`src/rtl/cct_pkg.sv`:
```
package cct_pkg;
  typedef enum logic [2:0] {
    SEL_CMP  = 3'd0,
    SEL_RISE = 3'd1,
    SEL_FALL = 3'd2,
    SEL_MLEN = 3'd3,
    SEL_CTRL = 3'd4
  } sel_e;

  localparam int CTRL_W      = 2;
  localparam int CTRL_STEP   = 0;
  localparam int CTRL_MASK   = 1;
endpackage

```
`src/rtl/cct_counter.sv`:
```
module cct_counter #(
  parameter int W = 16
) (
  input  logic         clk,
  input  logic         rst_n,
  output logic [W-1:0] cnt
);
  logic [W-1:0] cnt_d;

  always_comb cnt_d = cnt + W'(1);

  always_ff @(posedge clk or negedge rst_n) begin
    if (!rst_n) cnt <= '0;
    else        cnt <= cnt_d;
  end
endmodule

```
`src/rtl/cct_compare.sv`:
```
module cct_compare #(
  parameter int W = 16
) (
  input  logic         clk,
  input  logic         rst_n,
  input  logic [W-1:0] cnt,
  input  logic         step_en,
  input  logic         wr_cmp,
  input  logic         wr_rise,
  input  logic         wr_fall,
  input  logic [W-1:0] wr_data,
  output logic [W-1:0] cmp_q,
  output logic         pulse_q,
  output logic         wave_q
);
  logic [W-1:0] rise_q, fall_q;
  logic         phase_q;
  logic [W-1:0] cmp_d, step;
  logic         phase_d, wave_d, hit;

  always_comb begin
    hit     = (cnt == cmp_q);
    step    = phase_q ? fall_q : rise_q;
    cmp_d   = cmp_q;
    phase_d = phase_q;
    wave_d  = wave_q;
    if (wr_cmp) begin
      cmp_d = wr_data;
    end else if (hit && step_en) begin
      cmp_d   = cmp_q + step;
      phase_d = ~phase_q;
      wave_d  = ~phase_q;
    end
  end

  always_ff @(posedge clk or negedge rst_n) begin
    if (!rst_n) begin
      cmp_q   <= '1;
      rise_q  <= '0;
      fall_q  <= '0;
      phase_q <= 1'b0;
      wave_q  <= 1'b0;
      pulse_q <= 1'b0;
    end else begin
      cmp_q   <= cmp_d;
      phase_q <= phase_d;
      wave_q  <= wave_d;
      pulse_q <= hit;
      if (wr_rise) rise_q <= wr_data;
      if (wr_fall) fall_q <= wr_data;
    end
  end
endmodule

```
`src/rtl/cct_capture.sv`:
```
module cct_capture #(
  parameter int W    = 16,
  parameter int SYNC = 2
) (
  input  logic         clk,
  input  logic         rst_n,
  input  logic [W-1:0] cnt,
  input  logic         cap_in,
  input  logic         arm,
  input  logic [W-1:0] mlen,
  output logic [W-1:0] cap_q,
  output logic         mask_q,
  output logic [W-1:0] end_q
);
  localparam int CHAIN = SYNC + 1;

  logic [CHAIN-1:0] sy_q;
  logic             rise_det, accept;
  logic [W-1:0]     win, cap_d, end_d;
  logic             mask_d;

  always_comb begin
    rise_det = sy_q[SYNC-1] & ~sy_q[SYNC];
    accept   = rise_det & ~mask_q;
    win      = {mlen[W-2:0], 1'b0};
    cap_d    = cap_q;
    end_d    = end_q;
    mask_d   = mask_q;
    if (accept) begin
      cap_d  = cnt;
      mask_d = arm;
      if (arm) end_d = cnt + win;
    end else if (mask_q && (cnt == end_q)) begin
      mask_d = 1'b0;
    end
  end

  always_ff @(posedge clk or negedge rst_n) begin
    if (!rst_n) begin
      sy_q   <= '0;
      cap_q  <= '0;
      end_q  <= '0;
      mask_q <= 1'b0;
    end else begin
      sy_q   <= {sy_q[CHAIN-2:0], cap_in};
      cap_q  <= cap_d;
      end_q  <= end_d;
      mask_q <= mask_d;
    end
  end
endmodule

```
`src/rtl/cmp_cap_timer.sv`:
```
module cmp_cap_timer
  import cct_pkg::*;
#(
  parameter int W    = 16,
  parameter int SYNC = 2
) (
  input  logic         clk,
  input  logic         rst_n,
  input  logic         wr_en,
  input  logic [2:0]   wr_sel,
  input  logic [W-1:0] wr_data,
  input  logic         cap_in,
  output logic [W-1:0] count,
  output logic         match_pulse,
  output logic         wave_out,
  output logic [W-1:0] cap_value,
  output logic         mask_active
);
  logic [CTRL_W-1:0] ctrl_q;
  logic [W-1:0]      mlen_q;
  logic [W-1:0]      cmp_q, mask_end;
  logic              wr_cmp, wr_rise, wr_fall, wr_mlen, wr_ctrl;
  logic              mask_on;

  always_comb begin
    wr_cmp  = wr_en && (wr_sel == SEL_CMP);
    wr_rise = wr_en && (wr_sel == SEL_RISE);
    wr_fall = wr_en && (wr_sel == SEL_FALL);
    wr_mlen = wr_en && (wr_sel == SEL_MLEN);
    wr_ctrl = wr_en && (wr_sel == SEL_CTRL);
    mask_on = ctrl_q[CTRL_MASK] && (mlen_q != '0);
  end

  always_ff @(posedge clk or negedge rst_n) begin
    if (!rst_n) begin
      ctrl_q <= '0;
      mlen_q <= '0;
    end else begin
      if (wr_ctrl) ctrl_q <= wr_data[CTRL_W-1:0];
      if (wr_mlen) mlen_q <= wr_data;
    end
  end

  cct_counter #(.W(W)) u_cnt (
    .clk(clk), .rst_n(rst_n), .cnt(count)
  );

  cct_compare #(.W(W)) u_cmp (
    .clk(clk), .rst_n(rst_n), .cnt(count),
    .step_en(ctrl_q[CTRL_STEP]),
    .wr_cmp(wr_cmp), .wr_rise(wr_rise), .wr_fall(wr_fall),
    .wr_data(wr_data),
    .cmp_q(cmp_q), .pulse_q(match_pulse), .wave_q(wave_out)
  );

  cct_capture #(.W(W), .SYNC(SYNC)) u_cap (
    .clk(clk), .rst_n(rst_n), .cnt(count), .cap_in(cap_in),
    .arm(mask_on), .mlen(mlen_q),
    .cap_q(cap_value), .mask_q(mask_active), .end_q(mask_end)
  );
endmodule

```
`config.mk`:
```
export PLATFORM = sky130hd
export DESIGN_NAME = cmp_cap_timer
export DESIGN_NICKNAME = d
export VERILOG_FILES = /design/src/rtl/cct_pkg.sv /design/src/rtl/cct_counter.sv /design/src/rtl/cct_compare.sv /design/src/rtl/cct_capture.sv /design/src/rtl/cmp_cap_timer.sv
export SDC_FILE = /design/constraint.sdc
export NUM_CORES = 1
export LEC_CHECK = 0
export BUFFER_PORTS_ARGS = -buffer_cell sky130_fd_sc_hd__buf_4
export CAP_MARGIN = 5
export CORE_MARGIN = 2
export CORE_UTILIZATION = 55
export DETAILED_ROUTE_END_ITERATION = 8
export GPL_ROUTABILITY_DRIVEN = 0
export MAX_ROUTING_LAYER = met4
export PLACE_DENSITY = 0.74
export SLEW_MARGIN = 15
export SYNTH_ARGS = -nofsm -noshare
export SYNTH_HDL_FRONTEND = slang
export SYNTH_HIERARCHICAL = 1
export SYNTH_SLANG_ARGS = --single-unit
```
`constraint.sdc`:
```
create_clock -name clk -period 5.9 [get_ports clk]
set_clock_uncertainty 0.15 [all_clocks]
set_input_delay 0.59 -clock clk [delete_from_list [all_inputs] [get_ports clk]]
set_output_delay 0.59 -clock clk [all_outputs]
set_load 0.1 [all_outputs]
```
==> metrics.txt, run 1 <==
Max-Cap Viols=0; Final WS setup=~2.3 ns; io pins=58; fin crit period=3.644 ns; Routed Antenna Nets=0; final hold slack=0.1249 ns; Rel. slew slack=between 40 and 50%; worst slack, placed=about 2.3 ns; # DRC=0; CTS root buffer=clkbuf_16; worst-path fanout max=18; Routed WL per cell=approximately 19 um; Critical Path RT=about 6 ns; Mapped Nets=~650; clock tree from TritonCTS=yes; Hold Crit Class=input port to asynchronous set/reset pin; CTS buffer count=17; worst skew pair latency=about 0.42 ns; DR pass1 iterations=5; largest net degree at the start of global routing=70; post-layout net count=about 710; Initial Utilization=56.21%; via count=4955; Synth warnings=6; CTS sink cnt=120; drt first-iter violations=305; core footprint=0.01201 mm2; Total Routing Usage GR=25.79%; Syn Area/Cell=11.40 um2; Final period util=roughly three fifths; area occupied by multi-input gates=0.003598 mm2; Async SR Flop Fraction=100.0%; Worst EP arrival=3.86 ns; CTS Buffer Depth=2; floorplan die width=114.8 um; GR Overflow Total=0; non-filler cells, final=between 800 and 900; Final Setup Violations=0; I/O Buffers=57; Fillers=approximately 920; critical path type=flop to flop; area leader, netlist=dfrtp_1; share of the synthesized area in the top cell type=38.55%; post-CTS sizing=0; nature of the critical path endpoint=flop; worst reg2reg path depth=10; Worst-Margin Slew=about 0.9 ns; Post-Syn Area=0.006751 mm2; placed cell count=781; Mapped Cells=592; HPWL Detailed=about 11000 um; Synth cell types=68; chip height=114.8 um; setup TNS=0 ns; Post-CTS Hold Buffers=0; first-pass GRT wire length=about 25000 um; status=completed; ys flop type=dfrtp_1; row cnt=40; leak pwr=0.003591 uW; proportion of layout cells with a drive suffix above 1=31.08%; vias in the first global route=between 5000 and 6000; Post-synth EDFFs=0; Slew Viols, Final=0; DIE AREA=~0.013 mm2; Seq. cell area=0.003023 mm2; RSZ-0062 raised after global routing=no; max frequency=about 270 MHz; CTS H-tree lvls=4; startpoint types=flop; Peak VDD IR=0.2825 mV; initial antenna violation count=0; WL final=15600 um; flops & latches, synth=120; synth top area cells=dfrtp_1 (39%), mux2_2 (12%), dfstp_2 (6.2%); final core utilization=66.03%; antenna fix cells=0; vias per std cell=between 6 and 7; pwr dens=401.5 mW/mm2; Hold Violations, Final=0; Clk pin slew, worst setup/hold paths=~0.05 ns; setup bufs post-CTS=0; register area share after synthesis=44.77%; Area Overhead vs Synth=17.48%
==> cells in the final DEF (no fill, tap or decap), drive strengths merged, types with 3 or more instances in the layout <==
| master | instances |
|---|---|
| a211oi | 8 |
| a21o | 9 |
| a21oi | 23 |
| a31oi | 7 |
| and2 | 7 |
| and3 | 5 |
| and4bb | 3 |
| buf | 60 |
| bufinv | 4 |
| clkbuf | 23 |
| clkinv | 5 |
| dfrtp | 104 |
| dfstp | 16 |
| ha | 30 |
| inv | 14 |
| mux2 | 84 |
| mux2i | 9 |
| nand2 | 42 |
| nand3 | 15 |
| nand4 | 13 |
| nor2 | 14 |
| nor2b | 5 |
| nor3 | 5 |
| nor4 | 16 |
| o211ai | 4 |
| o21a | 6 |
| o21ai | 30 |
| o21bai | 3 |
| o31ai | 6 |
| xnor2 | 28 |
| xor2 | 34 |
==> synth_stat cells (2+ instances only) <==
cell type and instances:
and3_1 4, and2_1 6, or4_1 2, xor2_1 34, buf_2 2, mux2i_1 9
nand3_1 15, fa_1 2, clkbuf_1 11, buf_6 2, a31oi_1 7, nor4_2 4
o31ai_1 6, and4bb_2 3, dfstp_2 16, nand2_1 42, o21bai_1 3, ha_1 30
mux2_2 74, nor4_1 12, a21o_1 9, a211o_1 2, buf_1 2, inv_1 14
mux2_4 10, nor3_1 5, a211oi_1 8, xnor2_1 28, o21a_1 6, o21ai_0 30
nand4_1 11, nor2_1 13, dfrtp_1 104, nor4b_1 2, o211ai_1 4, a21oi_1 23
a221o_1 2, nor2b_1 5
==> final timing paths <==
| check | start | end | slack, ns |
|---|---|---|---|
| worst max-delay path | u_cmp/wave_q$_DFFE_PN0P_ | u_cmp/cmp_q[14]$_DFFE_PN1P_ | 2.26 |
| worst min-delay path | rst_n | u_cnt/cnt[4]$_DFF_PN0_ | 0.12 |
| worst max register to register | u_cmp/wave_q$_DFFE_PN0P_ | u_cmp/cmp_q[14]$_DFFE_PN1P_ | 2.26 |
| worst min register to register | u_cap/sy_q[1]$_DFF_PN0_ | u_cap/sy_q[2]$_DFF_PN0_ | 0.22 |
| max in group asynchronous | rst_n | u_cnt/cnt[12]$_DFF_PN0_ | 4.27 |
| min in group clk | cap_in | u_cap/sy_q[0]$_DFF_PN0_ | 0.13 |
==> where the power goes <==
part	internal, uW	leakage [uW]	total [uW]	switching (uW)
Clock	736	0.000311	1090	358
Combinational	393	0.00182	951	558
Sequential	1010	0.00146	1140	126
Total	2140	0.00359	3180	1040
==> cell families after synthesis <==
logic type | after synthesis | synth area share [%]
multiplexers | 93 | 15.90
AND/OR/NAND/NOR | 137 | 11.77
adder cells (fa/ha/maj) | 32 | 6.153
AO/OA/AOI/OAI | 116 | 11.27
flip-flops | 120 | 44.77
XOR/XNOR | 62 | 8.043
buffers and inverters | 32 | 2.094
==> layout make-up <==
type | instances | area share [%]
Multi-Input combinational cell | 440 | 45.37
Tap cell | 147 | 2.319
Clock inverter | 9 | 1.830
Clock buffer | 23 | 6.026
Inverter | 14 | 0.6626
Timing Repair Buffer | 60 | 5.679
Sequential cell | 120 | 38.11
==> worst max-delay path: stages (launching register included) <==
cell and delay (ns):
dfrtp_1 0.90, mux2_2 0.29, ha_1 0.18, inv_1 0.06, fa_1 0.39, nor2b_1 0.22, o211ai_1 0.13, a31oi_1 0.45
a31oi_1 0.19, a2111oi_0 0.45, a211o_1 0.15
==> state kept, by name (all words and copies together), names as in the netlist, 2 cells and up <==
register      count
u_cap/end_q      16
u_cmp/fall_q     16
u_cmp/rise_q     16
u_cap/sy_q        3
mlen_q           16
ctrl_q            2
u_cmp/cmp_q      16
u_cap/cap_q      16
u_cnt/cnt        16
==> metrics by stage <==
| stage | total power, uW | instance area [um2] |
|---|---|---|
| after floorplan | 1869 | 6751 |
| after global placement | 2056 | 7308 |
| after detailed placement | 2093 | 7308 |
| after CTS | 3195 | 7931 |
| after global routing | 3346 | 7931 |
| final | 3184 | 7931 |
==> layer usage <==
metal,up-vias,GRT usage [%],part of all wire [%]
li1,2311,-,-
met1,2476,30.92,43
met2,140,42.76,50
met3,28,5.904,4.1
met4,0,9.639,2.2
met5,-,-,0
No activity file was read; power rests on OpenSTA's default activity.
==> run 2: changes to the inputs <==
==> constraint.sdc (replaced) <==
create_clock -name clk -period 3.73 [get_ports clk]
set_clock_uncertainty 0.15 [all_clocks]
set_input_delay 0.373 -clock clk [delete_from_list [all_inputs] [get_ports clk]]
set_output_delay 0.373 -clock clk [all_outputs]
set_load 0.1 [all_outputs]
==> run 2 against run 1 <==
Compared with the run above:
- highest routed layer unchanged
- non-clock buffer count grew 5
- core utilization shrank 0.49 points
- register-to-register slack lost 1.6 ns
- hold slack lost 0.061 ns
- worst setup slack lost 1.6 ns
- via count grew 2.5%
- clock-buffer cell count grew 5
- die area is the same
- cell count grew 0.62%
==> metrics.txt, run 2 (synthesis gave the netlist of run 1 again) <==
met1 Use GR=31.79% (+0.87 points); Hold Violations, Final=0 (unchanged); GR Overflow Total=0 (unchanged); Final Setup Violations=0 (unchanged); Total Routing Usage GR=26.58% (+0.78 points); DR pass1 iterations=5 (unchanged); GRT met2 Usage=44.38% (+1.6 points); most used routing layer=met2; Peak VDD IR=0.2915 mV (+3.2%); Slew Viols, Final=0 (unchanged); floorplan die width=114.8 um (unchanged); CTS Buffer Depth=2 (unchanged); post-CTS sizing=0 (unchanged); initial antenna violation count=0 (unchanged); CTS buffer count=17 (unchanged); I/O Buffers=57 (unchanged); Fillers=978 (+6.7%); CTS H-tree lvls=4 (unchanged); critical path type=flop to flop; chip height=114.8 um (unchanged); clock tree from TritonCTS=yes; worst-path fanout max=12 (-6); pwr dens=604.6 mW/mm2 (+51%); worst skew pair latency=0.41 ns (about the same); vias per std cell=6.210 (+1.9%); row cnt=40 (unchanged); vias in the first global route=5067 (+0.28%); Area Overhead vs Synth=16.60%; most frequent cells in the layout=dfrtp_1 (103), mux2_2 (74), buf_4 (62), nand2_1 (42), xor2_1 (34); antenna fix cells=0 (unchanged); fin crit period=3.107 ns (-0.5369 ns); leak pwr=0.003560 uW (-0.87%); largest net degree at the start of global routing=89 (+27%); PnR Total Power=4759 uW (+49%); most common cell after layout, fill and taps aside=dfrtp_1; nature of the critical path endpoint=flop; # DRC=0 (unchanged); Initial Utilization=56.21% (unchanged); proportion of layout cells with a drive suffix above 1=30.70% (-0.38 points); WL final=15810 um (+1.3%); setup TNS=0 ns (unchanged); Routed Antenna Nets=0 (unchanged); startpoint types=flop; CTS sink cnt=120 (unchanged); Worst-Margin Slew=0.7731 ns (-0.1231 ns); drt first-iter violations=308 (+0.98%); core footprint=0.01201 mm2 (unchanged); Rel. slew slack=48.46% (+8.2 points); Post-CTS Hold Buffers=1 (+1); RSZ-0062 raised after global routing=no; Worst EP arrival=3.31 ns (-0.55 ns); Clk pin slew, worst setup/hold paths=0.05 ns (about the same); first-pass GRT wire length=25830 um (+2.3%); DIE AREA=0.01318 mm2 (unchanged); GRT met3 Usage=5.324% (-0.58 points); post-layout net count=713 (+0.71%); setup bufs post-CTS=0 (unchanged); final core utilization=65.54% (-0.49 points); Critical Path RT=3.93 ns (-2.18 ns); Routed WL per cell=19.32 um (+0.67%); worst slack, placed=0.6994 ns (-1.604 ns); Hold Crit Class=input port to flop; status=completed; CTS root buffer=clkbuf_16; HPWL Detailed=11300 um (+3.2%); max frequency=321.8 MHz (+17%); Max-Cap Viols=0 (unchanged); Final period util=83.31% (+22 points); final hold slack=0.06368 ns (-0.06123 ns); Final WS setup=0.6226 ns (-1.633 ns); via count=5080 (+2.5%); io pins=58 (unchanged)
[run 2: changes by cell type in the layout (fill, tap and decap cells not counted), sizes merged]
cell / change
bufinv: -4
clkinv: -1
buf: +3
clkbuf: +5
dlygate4sd3: +2
[run 2: worst max-delay path: stages (launching register included)]
cell       delay, ns
dfrtp_2         0.52
mux2_2          0.28
ha_1            0.19
inv_1           0.07
fa_1            0.38
nor2b_1         0.20
o211ai_1        0.13
a31oi_1         0.25
a31oi_1         0.16
a2111oi_0       0.55
a211o_1         0.16
[run 2: final cells by class]
cell class                      instances  area (um2)  area share (%)
Inverter                               14       52.55          0.6675
Clock buffer                           28       496.7           6.310
Clock inverter                          4       20.02          0.2543
Tap cell                              147       183.9           2.336
Multi-Input combinational cell        440        3598           45.71
Timing Repair Buffer                   65       496.7           6.310
Sequential cell                       120        3024           38.41
[run 2: routing by layer]
layer	wire length [um]	up-vias
li1	-	2332
met1	6689	2552
met2	7991	168
met3	761	28
met4	363	0
met5	0	-
[run 2: power by group]
part           internal [uW]  switching [uW]
Combinational            629             892
Clock                    895             530
Sequential              1600             208
[run 2: final timing paths]
kind                                          start                           to  slack, ns  depth (start not counted)
max                        u_cmp/wave_q$_DFFE_PN0P_  u_cmp/cmp_q[14]$_DFFE_PN1P_       0.62                         10
min                                      wr_data[6]   u_cmp/cmp_q[6]$_DFFE_PN1P_       0.06                          3
max reg2reg                u_cmp/wave_q$_DFFE_PN0P_  u_cmp/cmp_q[14]$_DFFE_PN1P_       0.62                         10
min reg2reg                 u_cap/sy_q[0]$_DFF_PN0_      u_cap/sy_q[1]$_DFF_PN0_       0.21                          0
max in group asynchronous                     rst_n   u_cmp/cmp_q[9]$_DFFE_PN1P_       2.14                          3
min in group asynchronous                     rst_n   u_cap/cap_q[3]$_DFFE_PN0P_       0.44                          2
[run 2: per-stage QoR]
step | cell area (um2) | std cells
5_1_grt | 7873 | 818
3_3_place_gp | 7332 | 784
3_5_place_dp | 7332 | 784
2_1_floorplan | 6753 | 592
4_1_cts | 7859 | 817
6_report | 7873 | 818
==> run 3: changes to the inputs <==
==> constraint.sdc (replaced) <==
create_clock -name clk -period 3.2 [get_ports clk]
set_clock_uncertainty 0.15 [all_clocks]
set_input_delay 0.32 -clock clk [delete_from_list [all_inputs] [get_ports clk]]
set_output_delay 0.32 -clock clk [all_outputs]
set_load 0.1 [all_outputs]
==> run 3 against run 2 <==
Compared with the run above:
- power grew 22%
- via count increased by 1.1%
- register-to-register slack worse by 0.43 ns
- cell area up 2.7%
- worst setup slack lost 0.43 ns
- die area stayed put
- wire length grew 2.3%
- sequential power up 16%
- clock power grew 34%
- cell count is 1.6% higher
- clock-buffer cell count shrank 7
- first-iteration DRC count rose by 12%
==> metrics.txt, run 3 (synthesis gave the netlist of run 1 again) <==
via count=5135 (+1.1%); Peak VDD IR=0.3844 mV (+32%); leak pwr=0.003678 uW (+3.3%); first-pass GRT wire length=26030 um (+0.80%); floorplan die width=114.8 um (unchanged); CTS H-tree lvls=4 (unchanged); max frequency=332.3 MHz (+3.3%); I/O Buffers=57 (unchanged); DR pass1 iterations=5 (unchanged); Final Setup Violations=0 (unchanged); placed cell count=791 (+0.89%); worst-path fanout max=11 (-1); antenna fix cells=0 (unchanged); worst skew pair latency=0.42 ns (about the same); vias in the first global route=5077 (+0.20%); fin crit period=3.009 ns (-0.09806 ns); CTS buffer count=17 (unchanged); Clk pin slew, worst setup/hold paths=0.06 ns (about the same); Crit path max-delay family=compound AO/OA/AOI/OAI gates; clock tree from TritonCTS=yes; nature of the critical path endpoint=flop; Initial Utilization=56.21% (unchanged); Total Routing Usage GR=26.83% (+0.25 points); CTS Buffer Depth=2 (unchanged); chip height=114.8 um (unchanged); most common cell after layout, fill and taps aside=dfrtp_1; io pins=58 (unchanged); slowest stage delay, CP=0.52 ns (-0.03 ns); RSZ-0062 raised after global routing=no; pwr dens=719.8 mW/mm2 (+19%); row cnt=40 (unchanged); Routed Antenna Nets=0 (unchanged); status=completed; Buffers & Inverters on Critical Path=1 (unchanged); PnR Total Power=5818 uW (+22%); Final period util=94.04% (+11 points); GR Overflow Total=0 (unchanged); Slew Viols, Final=0 (unchanged); hold path startpoint=wr_data[9]; startpoint types=flop; worst-path cell chain=buf_12 > mux2_2 > ha_1 > a21oi_1 > o21ai_0 > a221o_1 > a32o_1 > a2111oi_1 > a211o_1; Rel. slew slack=50.89% (+2.4 points); critical path type=flop to flop; Area Overhead vs Synth=19.72%; initial antenna violation count=0 (unchanged); setup TNS=0 ns (unchanged); most frequent cells in the layout=dfrtp_1 (103), mux2_2 (74), buf_4 (74), nand2_1 (42), xor2_1 (34); CTS sink cnt=120 (unchanged); Worst EP arrival=3.22 ns (-0.09 ns); CP Launch Point=u_cmp/wave_q$_DFFE_PN0P_; Critical Path RT=3.42 ns (-0.51 ns); Worst-Margin Slew=0.7348 ns (-0.03833 ns); dpl cell area=0.007387 mm2 (+0.75%); Hold Violations, Final=0 (unchanged); core footprint=0.01201 mm2 (unchanged); DIE AREA=0.01318 mm2 (unchanged); WL final=16170 um (+2.3%); Max-Cap Viols=0 (unchanged); Routed WL per cell=19.45 um (+0.69%); # DRC=0 (unchanged); largest net degree at the start of global routing=49 (-45%); Max stage delay cell, worst path=dfrtp_4; proportion of layout cells with a drive suffix above 1=33.04% (+2.3 points); Crit Reg-Reg Startpoint=u_cmp/wave_q$_DFFE_PN0P_; CTS root buffer=clkbuf_16; post-layout net count=727 (+2.0%); vias per std cell=6.179 (-0.50%); Hold Crit Class=input port to flop; drt first-iter violations=345 (+12%); HPWL Detailed=11840 um (+4.8%); Finished Cell Area=0.008083 mm2 (+2.7%); non-filler cells, final=831 (+1.6%)
==> run 3: changes by cell type in the layout (fill, tap and decap cells not counted), sizes merged <==
cell,before,now
buf,63,75
clkbuf,28,21
bufinv,0,3
clkinv,4,7
dlygate4sd3,2,4
==> run 3: path summary, 6_finish.rpt <==
kind	to	slack, ns	cells after the start
max	u_cmp/cmp_q[14]$_DFFE_PN1P_	0.19	9
min	u_cmp/cmp_q[9]$_DFFE_PN1P_	0.008	3
max reg2reg	u_cmp/cmp_q[14]$_DFFE_PN1P_	0.19	9
min reg2reg	u_cap/sy_q[1]$_DFF_PN0_	0.21	0
max in group asynchronous	u_cmp/cmp_q[11]$_DFFE_PN1P_	1.79	3
min in group asynchronous	u_cap/cap_q[4]$_DFFE_PN0P_	0.32	2
==> run 3: worst reg2reg max path: stages (launching register included) <==
cell and delay, ns:
dfrtp_4 0.52, buf_12 0.15, mux2_2 0.33, ha_1 0.36, a21oi_1 0.15, o21ai_0 0.13, a221o_1 0.38, a32o_1 0.22
a2111oi_1 0.39, a211o_1 0.16
==> run 3: area by class of cell <==
class	instances	area, um2
clock buffer	21	470.5
clock inverter	10	125.1
fill	893	3929
inverter	14	52.55
multi-input combinational	440	3608
sequential	120	3027
tap	147	183.9
timing repair buffer	79	615.6
==> run 3: metal layers <==
layer,vias up,part of all wire (%),GRT usage [%]
met2,195,51,44.62
met4,0,2.1,8.916
met1,2551,42,32.20
met5,-,0,-
met3,36,5.2,6.642
li1,2353,-,-
==> run 3: power breakdown <==
part	total, uW	internal [uW]	switching [uW]
sequential	2100	1870	235
combinational	1800	740	1060
clock	1910	1270	644
==> run 3: what timing repair did <==
action	CTS	global route
setup endpoints to repair	0	3
endpoints found under the hold margin	47	0
resized for setup	0	3
setup buffers	0	5
hold buffers	4	0
==> run 3: stage by stage <==
stage	worst slack (ns)	util [%]	hold WS, ns
after detailed placement	0.06528	61.50	0.1888
after global placement	0.2379	61.50	0.1890
after floorplan	0.02101	-	-0.1256
after CTS	0.02917	66.79	0.001634
after global routing	0.02433	67.29	0.003376
final	0.1906	67.29	0.007509
